**config.mk**
```make
export PLATFORM = sky130hd
export DESIGN_NAME = frame_ctrl_latch
export DESIGN_NICKNAME = d
export VERILOG_FILES = /design/src/rtl/fcl_pkg.sv /design/src/rtl/fcl_sync_bank.sv /design/src/rtl/fcl_init_timer.sv /design/src/rtl/fcl_proc_seq.sv /design/src/rtl/fcl_att_sel.sv /design/src/rtl/fcl_mode_latch.sv /design/src/rtl/frame_ctrl_latch.sv
export SDC_FILE = /design/constraint.sdc
export NUM_CORES = 1
export LEC_CHECK = 0
export BUFFER_PORTS_ARGS = -buffer_cell sky130_fd_sc_hd__buf_2
export CORE_MARGIN = 2
export CORE_UTILIZATION = 35
export CTS_CLUSTER_SIZE = 16
export DETAILED_ROUTE_END_ITERATION = 12
export PLACE_DENSITY_LB_ADDON = 0.05
export SYNTH_ARGS = -nofsm -noshare
export SYNTH_HDL_FRONTEND = slang
export SYNTH_SLANG_ARGS = --single-unit
export TNS_END_PERCENT = 5
```
**constraint.sdc**
```tcl
create_clock -name clk_i -period 2.8 [get_ports clk_i]
set_input_delay 0.56 -clock clk_i [delete_from_list [all_inputs] [get_ports clk_i]]
set_output_delay 0.56 -clock clk_i [all_outputs]
set_load 0.01 [all_outputs]
```
**src/rtl/fcl_pkg.sv**
```systemverilog
package fcl_pkg;
  typedef struct packed {
    logic clip;
    logic thru;
    logic freeze;
    logic att_on;
    logic gain;
    logic howl;
  } mode_t;

  localparam int unsigned MODE_W = $bits(mode_t);
endpackage

```
**src/rtl/fcl_sync_bank.sv**
```systemverilog
module fcl_sync_bank #(
  parameter int unsigned W = 1,
  parameter int unsigned STAGES = 2,
  parameter logic [W-1:0] RST_VAL = '0
) (
  input  logic         clk_i,
  input  logic         rst_ni,
  input  logic [W-1:0] d_i,
  output logic [W-1:0] q_o
);
  logic [W-1:0] stg_q [STAGES];

  for (genvar i = 0; i < STAGES; i++) begin : g_stg
    if (i == 0) begin : g_first
      always_ff @(posedge clk_i or negedge rst_ni) begin
        if (!rst_ni) stg_q[i] <= RST_VAL;
        else         stg_q[i] <= d_i;
      end
    end else begin : g_next
      always_ff @(posedge clk_i or negedge rst_ni) begin
        if (!rst_ni) stg_q[i] <= RST_VAL;
        else         stg_q[i] <= stg_q[i-1];
      end
    end
  end

  assign q_o = stg_q[STAGES-1];
endmodule

```
**src/rtl/fcl_init_timer.sv**
```systemverilog
module fcl_init_timer #(
  parameter int unsigned INIT_CYCLES = 1920000
) (
  input  logic clk_i,
  input  logic rst_ni,
  input  logic en_i,
  output logic busy_o
);
  localparam int unsigned CNT_W = $clog2(INIT_CYCLES + 1);
  localparam logic [CNT_W-1:0] LAST = CNT_W'(INIT_CYCLES);

  logic [CNT_W-1:0] cnt_q;

  always_ff @(posedge clk_i or negedge rst_ni) begin
    if (!rst_ni)                    cnt_q <= '0;
    else if (en_i && cnt_q != LAST) cnt_q <= cnt_q + CNT_W'(1);
  end

  assign busy_o = (cnt_q != LAST);
endmodule

```
**src/rtl/fcl_proc_seq.sv**
```systemverilog
module fcl_proc_seq #(
  parameter int unsigned PROC_CYCLES = 2400
) (
  input  logic clk_i,
  input  logic rst_ni,
  input  logic en_i,
  input  logic start_i,
  output logic done_o
);
  localparam int unsigned CNT_W = $clog2(PROC_CYCLES + 1);

  logic [CNT_W-1:0] cnt_q;
  logic             done_q;

  always_ff @(posedge clk_i or negedge rst_ni) begin
    if (!rst_ni) begin
      cnt_q  <= '0;
      done_q <= 1'b0;
    end else if (en_i) begin
      if (start_i) begin
        cnt_q  <= CNT_W'(PROC_CYCLES);
        done_q <= 1'b0;
      end else if (cnt_q != '0) begin
        cnt_q <= cnt_q - CNT_W'(1);
        if (cnt_q == CNT_W'(1)) done_q <= 1'b1;
      end
    end
  end

  assign done_o = done_q;
endmodule

```
**src/rtl/fcl_att_sel.sv**
```systemverilog
module fcl_att_sel (
  input  logic en_i,
  input  logic rx_act_i,
  input  logic tx_act_i,
  output logic att_rx_o,
  output logic att_tx_o
);
  logic rx_only;

  // only-receive talk attenuates send side; all other cases attenuate receive side
  assign rx_only  = rx_act_i & ~tx_act_i;
  assign att_tx_o = en_i & rx_only;
  assign att_rx_o = en_i & ~rx_only;
endmodule

```
**src/rtl/fcl_mode_latch.sv**
```systemverilog
module fcl_mode_latch
  import fcl_pkg::*;
(
  input  logic  clk_i,
  input  logic  rst_ni,
  input  logic  cap_i,
  input  mode_t mode_i,
  output mode_t mode_o,
  output logic  clr_o
);
  mode_t mode_q;
  logic  clr_q;

  always_ff @(posedge clk_i or negedge rst_ni) begin
    if (!rst_ni) begin
      mode_q <= '0;
      clr_q  <= 1'b0;
    end else begin
      clr_q <= cap_i & mode_i.thru;
      if (cap_i) mode_q <= mode_i;
    end
  end

  assign mode_o = mode_q;
  assign clr_o  = clr_q;
endmodule

```
**src/rtl/frame_ctrl_latch.sv**
```systemverilog
module frame_ctrl_latch
  import fcl_pkg::*;
#(
  parameter int unsigned SYNC_STAGES = 2,
  parameter int unsigned INIT_CYCLES = 1920000,
  parameter int unsigned PROC_CYCLES = 2400
) (
  input  logic clk_i,
  input  logic rst_ni,
  input  logic pwr_ni,
  input  logic cyc_strobe_i,
  input  logic clip_en_i,
  input  logic thru_en_i,
  input  logic freeze_en_i,
  input  logic att_en_i,
  input  logic gain_en_i,
  input  logic howl_en_i,
  input  logic rx_act_i,
  input  logic tx_act_i,
  output logic clip_o,
  output logic thru_o,
  output logic freeze_o,
  output logic att_en_o,
  output logic gain_o,
  output logic howl_o,
  output logic coef_clr_o,
  output logic att_rx_o,
  output logic att_tx_o,
  output logic proc_start_o,
  output logic cyc_done_o
);
  localparam int unsigned BUS_W  = MODE_W + 2;
  localparam int unsigned PEND_W = $clog2(SYNC_STAGES + 2);
  localparam logic [BUS_W-1:0] SYNC_RST = {1'b1, {(BUS_W-1){1'b0}}};

  mode_t            mode_raw, mode_s, mode_q;
  logic [BUS_W-1:0] bus_s;
  logic             pwr_s, strobe_s, strobe_prev_q;
  logic             run_en, strobe_fall, init_busy;
  logic             start_evt, rst_cap, cap_evt;
  logic [PEND_W-1:0] pend_q;
  logic             start_q;

  assign mode_raw = '{clip: clip_en_i, thru: thru_en_i, freeze: freeze_en_i,
                      att_on: att_en_i, gain: gain_en_i, howl: howl_en_i};

  fcl_sync_bank #(
    .W      (BUS_W),
    .STAGES (SYNC_STAGES),
    .RST_VAL(SYNC_RST)
  ) u_sync (
    .clk_i (clk_i),
    .rst_ni(rst_ni),
    .d_i   ({pwr_ni, cyc_strobe_i, mode_raw}),
    .q_o   (bus_s)
  );

  assign pwr_s    = bus_s[BUS_W-1];
  assign strobe_s = bus_s[BUS_W-2];
  assign mode_s   = bus_s[MODE_W-1:0];
  assign run_en   = pwr_s;

  always_ff @(posedge clk_i or negedge rst_ni) begin
    if (!rst_ni) strobe_prev_q <= 1'b0;
    else         strobe_prev_q <= strobe_s;
  end

  assign strobe_fall = strobe_prev_q & ~strobe_s;

  // post-reset capture waits until the synchroniser holds real input values
  always_ff @(posedge clk_i or negedge rst_ni) begin
    if (!rst_ni)                   pend_q <= PEND_W'(SYNC_STAGES + 1);
    else if (run_en && pend_q != '0) pend_q <= pend_q - PEND_W'(1);
  end

  assign rst_cap   = run_en & (pend_q == PEND_W'(1));
  assign start_evt = run_en & strobe_fall & ~init_busy;
  assign cap_evt   = start_evt | rst_cap;

  fcl_init_timer #(
    .INIT_CYCLES(INIT_CYCLES)
  ) u_init (
    .clk_i (clk_i),
    .rst_ni(rst_ni),
    .en_i  (run_en),
    .busy_o(init_busy)
  );

  fcl_mode_latch u_latch (
    .clk_i (clk_i),
    .rst_ni(rst_ni),
    .cap_i (cap_evt),
    .mode_i(mode_s),
    .mode_o(mode_q),
    .clr_o (coef_clr_o)
  );

  always_ff @(posedge clk_i or negedge rst_ni) begin
    if (!rst_ni) start_q <= 1'b0;
    else         start_q <= start_evt;
  end

  fcl_proc_seq #(
    .PROC_CYCLES(PROC_CYCLES)
  ) u_seq (
    .clk_i  (clk_i),
    .rst_ni (rst_ni),
    .en_i   (run_en),
    .start_i(start_evt),
    .done_o (cyc_done_o)
  );

  fcl_att_sel u_att (
    .en_i    (mode_q.att_on),
    .rx_act_i(rx_act_i),
    .tx_act_i(tx_act_i),
    .att_rx_o(att_rx_o),
    .att_tx_o(att_tx_o)
  );

  assign clip_o       = mode_q.clip;
  assign thru_o       = mode_q.thru;
  assign freeze_o     = mode_q.freeze;
  assign att_en_o     = mode_q.att_on;
  assign gain_o       = mode_q.gain;
  assign howl_o       = mode_q.howl;
  assign proc_start_o = start_q;
endmodule

```
# Yosys cells after proc, flatten, opt, wreduce, memory -nomap -nowiden

Index checks and enable logic that the tools add are counted.
Widths: inputs -> output; s select.

$add $sub $neg: 3
Multipliers: 0
Div/mod/pow operators: 0
Magnitude comparators: 0
Equal/unequal tests: 3
Shift operators: 0
Muxes and demuxes: 5
Bitwise gates (word level): 13
Reductions and logical operators: 8

Operators by type and width:

| kind                  | count |
|---|---|
| $mux 12               | 2 |
| $add 21x1->21 const B | 1 |
| $ne 21x21->1 const B  | 1 |
| $eq 12x1->1 const B   | 1 |
| $reduce_bool 12->1    | 1 |
| $sub 12x1->12 const B | 1 |
| $and 1x1->1           | 8 |
| $reduce_bool 2->1     | 3 |
| $not 1->1             | 4 |
| $mux 1                | 3 |
| $reduce_and 3->1      | 1 |
| $eq 2x1->1 const B    | 1 |
| $logic_and 1x1->1     | 2 |
| $reduce_and 2->1      | 1 |
| $sub 2x1->2 const B   | 1 |
| $or 1x1->1            | 1 |

Register bits: 61
Latch bits: 0
RAM bits: 0
Memory bits (read-only): 0
Input port bits: 12
Output and inout bits: 11
Logic and storage cells: 47
Memories: 0

# Longest topological paths before layout

Depth after elaboration: 6
Mapped depth: 7
Mapped depth without buffers: 6

# Modules after synthesis

Synthesis repeated with hierarchy kept, for this count alone.

Cells, all modules: 236
Area, all modules: 2766.4 um2

Modules (own cells, without submodules):

| module           | times used | cells each | area each (um2) | seq. area each (um2) |
|---|---|---|---|---|
| fcl_init_timer   | 1          | 97         | 1024.7          | 525.5 |
| fcl_proc_seq     | 1          | 84         | 797.0           | 325.3 |
| fcl_sync_bank    | 1          | 24         | 462.9           | 402.9 |
| fcl_mode_latch   | 1          | 15         | 284.0           | 175.2 |
| frame_ctrl_latch | 1          | 13         | 180.2           | 102.6 |
| fcl_att_sel      | 1          | 3          | 17.5            | 0.0 |

# Least setup slack after synthesis

Ideal clock, no wire load.

Path type: register to register
Start: register u_seq.cnt_q[9]
End: register u_seq.cnt_q[5]
Library setup time: 124 ps
Data arrival time: 1816 ps
Required time: 2676 ps
Setup slack: 860 ps
Cell stages (with the launch flop): 6
Buffers on the path: 1
Clock period less this slack: 1940 ps
Cell sequence: dfrtp_1 or4_1 buf_2 nor4_4 nor2_1 a211o_1

Longest elaborated chain between the ends: 3

RTL lines:

| element                            | line               | text |
|---|---|---|
| start, declared                    | fcl_proc_seq.sv:12 | `logic [CNT_W-1:0] cnt_q;` |
| start signal, assigned             | fcl_proc_seq.sv:21 | `cnt_q <= CNT_W'(PROC_CYCLES);` |
| start signal, assigned             | fcl_proc_seq.sv:24 | `cnt_q <= cnt_q - CNT_W'(1);` |
| $reduce_bool 12->1                 | fcl_proc_seq.sv:23 | `end else if (cnt_q != '0) begin` |
| $reduce_bool 2->1 (no source line) | n/a                |  |
| $reduce_and 2->1 (no source line)  | n/a                |  |

No other way between the ends.
A chain may end at the register's enable or synchronous reset.

# Worst setup path in the final report

Ends and elaborated chain as after synthesis.

==> summary.md <==
| Metric | Value |
|---|---|
| Share of layout cells above drive strength 1 | about a quarter |
| Seq/Total Area, Yosys | between 50% and 60% |
| HPWL Detailed | roughly 3600 um |
| First-pass GRT wire length | 9045 um |
| Placed cells | approximately 350 |
| Fin Setup TNS | 0 ps |
| TritonRoute pass-1 iters | 4 |
| Synthesis Warnings | 0 |
| Asr flop ratio synth | between 90% and 100% |
| Req. time, crit path | 3030 ps |
| Met3 Resource Use GR | about 3.4% |
| Post-synth top flop | dfrtp_1 |
| Cell with the most instances after synthesis | dfrtp_1 |
| H-tree depth | 3 |
| Non-Filler Instances | approximately 370 |
| Final net count | 280 |
| Yosys cell types | 45 |
| Antenna violations before repair | 0 |
| Syn Area/Cell | approximately 12 um^2 |
| # hold bufs at CTS | 0 |
| Detailed-route via count | roughly 1800 |
| Largest net degree at the start of global routing | 32 |
| Leakage power figure | roughly 1.4 nW |
| Hold Crit Class | input port to async pin |
| GRT Total Usage | between 10% and 20% |
| GRT Residual Overflow | 0 |
| Post-layout util | between 40% and 50% |
| Hold Fails Final Rpt | 0 |
| Post-DRT Antenna Nets | 0 |
| Total CTS buffers | 9 |
| Vias per std cell | slightly below 5 |
| Inserted Diodes | 0 |
| Pwr dens | 631.8 nW/um^2 |
| Period utilisation layout | 76.45% |
| Routed WL per cell | about 14 um |
| Clk_lat worst skew | 340 ps |
| Worst-path maximum fanout | 10 |
| GRT Max-Usage Layer | met2 |
| # setup viols final | 0 |
| Layout area overhead | 16.61% |
| Vias in the first global route | 1858 |
| Final Skew | approximately 7.8 ps |
| Post-CTS sizing | 0 |
| Port Buffer Count | 22 |
| Min Clock Period, post-route | about 2100 ps |
| Data arrival time of the worst path | roughly 2400 ps |
| Clock Pin Slew Worst Setup and Hold Paths | about 80 ps |
| Dpl ws | between 600 and 700 ps |
| Met2 Usage GRT | ~21% |
| Top cells by area, synth | dfrtp_1 53%, xnor2_1 5.2%, dfstp_2 3.9% |
| Status | completed |
| DRC Markers | 0 |
| Seq cells post-synth | 61 |
| Commonest cells in the netlist | 57 x dfrtp_1, 16 x xnor2_1, 13 x nand2_1, 13 x nor2_1 |
| Initial DRC Count | 61 |
| Post-Syn Area | 2689 um^2 |
| Peak supply drop | between 300 and 400 uV |
| CTS Buffer Depth | 2 |
| Initial core utilization | a little under two fifths |
| Relative slew slack | ~54% |
| Synth Instances | 229 |
| Least-Margin Pin Slew | about 690 ps |
| EDFF count, synth | 0 |
| Worst Setup Path Type | register to register |
| Sink Count | 61 |
| Max Cap Viol | 0 |
| Die X | roughly 90 um |
| Post-synth top area share | about 53% |
| F_max | between 0.4 and 0.5 GHz |
| Area leader, netlist | dfrtp_1 |
| # IOs | 23 |
| Critical Path Source Type | register |
| CP Capture Type | register |
| Max-slew violations | 0 |
| RSZ-0062 raised after global routing | no |
| Placer Congestion | 0.8125 |
| GRT met1 Usage | a little under a fifth |
| Setup WS post-layout | approximately 660 ps |
| Postcts setup bufs | 0 |
| Core Box Area | 7331 um^2 |
| CTS tree | done |
| Final WL | 5197 um |
| Site Rows | 31 |
| Root buf cell | clkbuf_8 |
| Full die area | 8400 um^2 |
| Chip height | about 92 um |
| Syn_nets | roughly 250 |
==> report_power, final <==
group | switching (mW) | total (mW) | internal (mW)
combinational | 0.0919 | 0.173 | 0.0811
clock | 0.375 | 0.788 | 0.413
sequential | 0.0790 | 1.02 | 0.941
==> layer usage <==
metal,up-vias,part of all wire [%]
met5,-,0
li1,879,-
met4,0,2.4
met1,893,50
met3,10,3.5
met2,33,44
==> final cells by class <==
| cell class | instances | area, um^2 |
|---|---|---|
| Fill cell | 694 | 4195 |
| Sequential cell | 61 | 1531 |
| Multi-Input combinational cell | 151 | 1092 |
| Timing Repair Buffer | 27 | 147.6 |
| Clock buffer | 9 | 123.9 |
| Tap cell | 99 | 123.9 |
| Clock inverter | 7 | 75.07 |
| Inverter | 11 | 41.29 |
==> cells by family after synthesis <==
family / share of synthesized area (%)
simple gates: 19.73
flops: 56.96
xor+xnor: 7.492
mux: 2.932
fa+ha+maj: 3.257
compound gates: 6.980
buf+inv: 2.652
==> final timing paths <==
| path | start | to | depth (start not counted) | slack (ps) |
|---|---|---|---|---|
| max in group asynchronous | rst_ni | u_sync.q_o[7]$_DFF_PN1_ | 2 | 1770 |
| worst min-delay path | rst_ni | u_seq.cnt_q[3]$_DFFE_PN0P_ | 1 | 250 |
| worst max register to register | u_seq.cnt_q[9]$_DFFE_PN0P_ | u_seq.cnt_q[5]$_DFFE_PN0P_ | 4 | 660 |
| worst min register to register | u_sync.stg_q[9]$_DFF_PN0_ | u_sync.q_o[1]$_DFF_PN0_ | 0 | 350 |
| worst max-delay path | u_seq.cnt_q[9]$_DFFE_PN0P_ | u_seq.cnt_q[5]$_DFFE_PN0P_ | 4 | 660 |
| min in group clk_i | att_en_i | u_sync.stg_q[10]$_DFF_PN0_ | 1 | 320 |
==> cell usage in the layout, fill, tap and decap left out, types with 4 or more instances in the layout <==
cell type  instances
xor2_1             7
a21oi_1            4
inv_1             11
xnor2_1           16
nor3_1             7
mux2_2             7
nand2_1           13
dfrtp_1           57
clkbuf_8           9
o21ai_0            5
ha_1               7
nand3_1            9
nand4_1           11
buf_4              5
nor2_1            13
nor4_1             9
dfstp_2            4
buf_2             22
==> worst max-delay path, stage by stage (launching register included) <==
cell,delay [ps]
dfrtp_1,420
or4_1,670
nor4_4,540
nor2_1,100
a211o_1,300
==> per-stage QoR <==
stage / area, um^2 / hold WS, ps / power [mW]
3_5_place_dp: 2937 / 335.5 / 1.212
6_report: 3136 / 252.0 / 1.981
5_1_grt: 3136 / 298.7 / 2.092
3_3_place_gp: 2937 / 331.7 / 1.211
2_1_floorplan: 2689 / 264.4 / 1.140
4_1_cts: 3136 / 265.4 / 2.018
==> registers in the layout, indices dropped and copies added (netlist names) <==
name / flops
u_latch.clr_o: 1
strobe_prev_q: 1
u_sync.stg_q: 8
u_seq.cnt_q: 12
u_sync.q_o: 8
pend_q: 2
u_seq.done_o: 1
u_init.cnt_q: 21
proc_start_o: 1
u_latch.mode_o: 6
Note: power is estimated with default switching activity, not from simulation.
